--- config.mk ---
export PLATFORM = sky130hd
export DESIGN_NAME = decade_digit_counter
export DESIGN_NICKNAME = d
export VERILOG_FILES = /design/src/rtl/dcd_pkg.sv /design/src/rtl/dcd_ctrl.sv /design/src/rtl/dcd_next.sv /design/src/rtl/dcd_term.sv /design/src/rtl/decade_digit_counter.sv
export SDC_FILE = /design/constraint.sdc
export NUM_CORES = 1
export LEC_CHECK = 0
export ABC_AREA = 1
export BUFFER_PORTS_ARGS = -buffer_cell sky130_fd_sc_hd__buf_4
export CAP_MARGIN = 20
export CORE_AREA = 5 5 42 44
export DETAILED_ROUTE_END_ITERATION = 10
export DIE_AREA = 0 0 47 49
export GPL_TIMING_DRIVEN = 0
export PLACE_DENSITY = 0.48
export SLEW_MARGIN = 25
export SYNTH_ARGS = -nofsm -noshare
export SYNTH_HDL_FRONTEND = slang
export SYNTH_HIERARCHICAL = 1
export SYNTH_SLANG_ARGS = --single-unit
--- constraint.sdc ---
create_clock -name clk -period 1.55 [get_ports clk]
set_input_delay 0.31 -clock clk [delete_from_list [all_inputs] [get_ports clk]]
set_output_delay 0.31 -clock clk [all_outputs]
set_load 0.005 [all_outputs]
--- src/rtl/dcd_pkg.sv ---
package dcd_pkg;
  localparam int DIGIT_W  = 4;
  localparam int TERM_VAL = 9;

  typedef enum logic [1:0] {
    OP_HOLD = 2'd0,
    OP_LOAD = 2'd1,
    OP_STEP = 2'd2
  } op_e;
endpackage

--- src/rtl/dcd_ctrl.sv ---
// Picks the operation for the next edge: load first, then count, else hold.
module dcd_ctrl
  import dcd_pkg::*;
(
  input  logic load_n,
  input  logic cep,
  input  logic cet,
  output op_e  op
);
  always_comb begin
    if (!load_n)          op = OP_LOAD;
    else if (cep && cet)  op = OP_STEP;
    else                  op = OP_HOLD;
  end
endmodule

--- src/rtl/dcd_next.sv ---
// Next-state value of one digit.
module dcd_next
  import dcd_pkg::*;
#(
  parameter int W    = 4,
  parameter int TERM = 9
) (
  input  op_e          op,
  input  logic [W-1:0] cur,
  input  logic [W-1:0] din,
  output logic [W-1:0] nxt
);
  localparam logic [W-1:0] TERM_Q = W'(TERM);

  always_comb begin
    unique case (op)
      OP_LOAD: nxt = din;
      OP_STEP: nxt = (cur >= TERM_Q) ? '0 : cur + W'(1);
      default: nxt = cur;
    endcase
  end
endmodule

--- src/rtl/dcd_term.sv ---
// Terminal-count detect, qualified by the chain enable.
module dcd_term #(
  parameter int W    = 4,
  parameter int TERM = 9
) (
  input  logic         cet,
  input  logic [W-1:0] cur,
  output logic         tc
);
  localparam logic [W-1:0] TERM_Q = W'(TERM);

  assign tc = cet & (cur == TERM_Q);
endmodule

--- src/rtl/decade_digit_counter.sv ---
module decade_digit_counter
  import dcd_pkg::*;
#(
  parameter int DIGIT_W_P  = DIGIT_W,
  parameter int TERM_VAL_P = TERM_VAL
) (
  input  logic                 clk,
  input  logic                 clear_n,
  input  logic                 load_n,
  input  logic                 cep,
  input  logic                 cet,
  input  logic [DIGIT_W_P-1:0] d,
  output logic [DIGIT_W_P-1:0] q,
  output logic                 tc
);
  localparam logic [DIGIT_W_P-1:0] TERM_Q = DIGIT_W_P'(TERM_VAL_P);

  op_e                  op;
  logic [DIGIT_W_P-1:0] q_nxt;
  logic [DIGIT_W_P-1:0] q_r;

  dcd_ctrl u_ctrl (
    .load_n (load_n),
    .cep    (cep),
    .cet    (cet),
    .op     (op)
  );

  dcd_next #(.W(DIGIT_W_P), .TERM(TERM_VAL_P)) u_next (
    .op  (op),
    .cur (q_r),
    .din (d),
    .nxt (q_nxt)
  );

  dcd_term #(.W(DIGIT_W_P), .TERM(TERM_VAL_P)) u_term (
    .cet (cet),
    .cur (q_r),
    .tc  (tc)
  );

  always_ff @(posedge clk or negedge clear_n) begin
    if (!clear_n) q_r <= '0;
    else          q_r <= q_nxt;
  end

  assign q = q_r;

  // q is empty at every edge seen while clear is held
  p_clear_empty_r1: assert property (@(posedge clk)
    !clear_n |-> q == '0);

  p_load_copies_r2: assert property (@(posedge clk) disable iff (!clear_n)
    !load_n |=> q == $past(d));

  p_step_inc_r3: assert property (@(posedge clk) disable iff (!clear_n)
    (load_n && cep && cet && q < TERM_Q) |=> q == $past(q) + DIGIT_W_P'(1));

  p_hold_r4: assert property (@(posedge clk) disable iff (!clear_n)
    (load_n && !(cep && cet)) |=> $stable(q));

  p_tc_r5: assert property (@(posedge clk) disable iff (!clear_n)
    tc == (cet && q == TERM_Q));

  // a step from nine or from any value above it lands on zero
  p_wrap_r6: assert property (@(posedge clk) disable iff (!clear_n)
    (load_n && cep && cet && q >= TERM_Q) |=> q == '0);
endmodule

==> results.toml <==
[status]
outcome = "finished clean"

[power_and_ir_drop]
seq_power_share_pct = 36.6
max-vdd-ir-drop_mv = 0.609
switching_share_pct = 33.3
pwr-share-comb_pct = 33.5
p_sw_mw = 0.141
powerDensity_mw_per_mm2 = 826
cellLeakagePower_nw = 0.263
p_clk_share_pct = 29.9
intPower_mw = 0.282

[global_route]
grt_pass1_wl_um = 1390
grt_pass1_vias = 349
grt_use_total_pct = 7.90
grt_start_max_net_pins = 9
grt-ovfl-total = 0
antenna_found_initial = 0

[cts]
post_cts.repair.setup_buffers = 0
clockBufferDepth = 2
clkSinkCount = 4
clk_pin_slew_ps = 40
cts_buffers = 3
htree_levels = 1
worstSkewPairLatency_ps = 230
cts_root_buffer = "clkbuf_4"
cts_tree = "done"

[worst_setup_path]
crit_path_max_fanout = 8
crit_buf_inv = 1
worst_ep_required_time_ps = 1240
slowest_stage = "dfrtp_1"
cp_top_family = "flip-flops"
slowest_delay_ps = 480
path_cells = "nand2_1 -> nor2_2 -> buf_4"
r2r_cells = 7
reg2reg_setup_slack_ps = 290
start_kind = "flop"
critPathCaptureType = "output port"
regToRegEndpoint = "q[1]"
r2r_start = "q[1]"
critPathKind = "reg2out"
worst_ep_arrival_time_ps = 1030

[logic_synthesis]
synth_cell_types = 15
netlist_area_um2 = 362
synth.area.top_cells = "dfrtp_1 (28%), ha_1 (17%), a21oi_2 (9.7%)"
synthArstFlopShare_pct = 100
synth_most_common_cell = "inv_1"
yosysTopAreaCell = "dfrtp_1"
synth_common_cells = "inv_1 (9), ha_1 (5), nand3_1 (5)"
postSynthAreaPerCell_um2 = 7.69
ys_ff_latch = 4
seq_area_frac_synth_pct = 27.7
yosys_warnings = 6
synthCells = 47
syn_nets = 61
synthFlopType = "dfrtp_1"
synthDominantCellAreaShare_pct = 27.7
synth_edf_count = 0

[floorplan]
io_pins = 14
start_util_pct = 25.8
die_y_um = 49
die_area_mm2 = 0.00230
coreArea_mm2 = 0.00140
die-width_um = 47
fp-row-count = 14

[timing]
worst_slack_ps = 208
maxSlewHeadroom_pct = 82.2
period_share_pct = 86.6
fin_tns_setup_ps = 0
fin_skew_ps = 1.32
timing.fmax_ghz = 0.745
slew_viol_final = 0
hold_viol = 0
finalSetupViolations = 0
min_period_ps = 1340
rsz0062_at_grt = "false"
worst_pin_slew_ps = 268

[route]
vias = 330
wire_per_inst_um = 9.89
ant_nets = 0
drc_errors = 0
first_iter_violations = 3
routed_wl_um = 791
vias_per_cell = 4.13
first_pass_iters = 2

[layout]
finish.net_count = 80
fillers = 156
diodes = 0
area_growth_pct = 41.5
drive_gt1_share_pct = 39.1
regArea_um2 = 100
multi_input_area_um2 = 224
postLayoutCellArea_um2 = 512
largest_reg_flops = 4

[placed_design]
hpwl_um = 658
dp_worst_setup_slack_ps = 286
place.gp.congestion = 0.722
port_buffers = 13
dpl_cell_area_um2 = 479

[worst_hold_path]
min_to = "q[3]"
min-delay-start = "d[3]"
hp-class = "in2reg"
min_path_cells = 3

[flow_run]
drv_cap = 0
## cells by family (layout without fill, tap and decap cells)
| family | after synthesis | after routing | synth area share (%) |
|---|---|---|---|
| compound gates | 8 | 8 | 15.2 |
| xor+xnor | 1 | 1 | 2.42 |
| fa+ha+maj | 5 | 5 | 17.3 |
| buf+inv | 10 | 27 | 10.4 |
| flops | 4 | 4 | 27.7 |
| simple gates | 19 | 19 | 27.0 |
## placed cells by master, fill, tap and decap left out, drive strengths merged
| cell | instances |
|---|---|
| xor2 | 1 |
| nor2 | 6 |
| buf | 13 |
| inv | 10 |
| nand4 | 1 |
| nand3b | 1 |
| dlygate4sd3 | 1 |
| nand2 | 5 |
| dfrtp | 4 |
| nand3 | 6 |
| ha | 5 |
| a21oi | 8 |
| clkbuf | 3 |
## worst max path at each step
stage / startpoint / endpoint / slack (ps) / cells past startpoint
5_1_grt: q[2] / tc / 110 / 4
6_report: q[0] / tc / 210 / 3
4_1_cts: q[0] / tc / 190 / 3
3_3_place_gp: q[1] / q[1] / 270 / 7
2_1_floorplan: q[1] / q[3] / 420 / 7
3_5_place_dp: cet / q[1] / 290 / 7
## final cells by class
class                           count  area share, %
Clock buffer                        3           4.40
Inverter                           10           7.33
Multi-Input combinational cell     33           43.8
Sequential cell                     4           19.6
Tap cell                           16           3.91
Timing Repair Buffer               14           21.0
## metal layers
| metal | up-vias | part of all wire, % | GRT usage [%] |
|---|---|---|---|
| met1 | 135 | 48 | 10.2 |
| met4 | 0 | 0 | 2.76 |
| met3 | 0 | 3.5 | 2.58 |
| met5 | - | 0 | 0 |
| li1 | 187 | - | - |
| met2 | 8 | 49 | 12.0 |
## power by group through the flow
stage	combinational, mW	sequential, mW	clock [mW]
final	0.142	0.154	0.126
after global routing	0.163	0.158	0.141
after CTS	0.145	0.155	0.131
after detailed placement	0.142	0.156	0
after global placement	0.142	0.158	0
after floorplan	0.0842	0.149	0
## worst reg2reg max path, stage by stage, from the launching register on
cell and delay, ps:
dfrtp_1 460, inv_1 90, ha_1 180, inv_1 50
nand3b_1 90, nand2_2 90, nand3_1 100, a21oi_2 130
## timing repair
item / in CTS / in global routing
resized for setup: 0 / 0
hold endpoints to repair: 4 / 0
hold buffers: 1 / 0
## per-stage QoR
step	hold WS, ps	total power [mW]	utilization, %	instances
finish	385	0.422	36.5	80
global route	399	0.463	36.5	80
CTS	383	0.431	36.5	80
detailed placement	106	0.298	34.2	76
global placement	107	0.300	34.2	76
floorplan	14.4	0.233	-	47
Note: power is estimated with default switching activity, not from simulation.
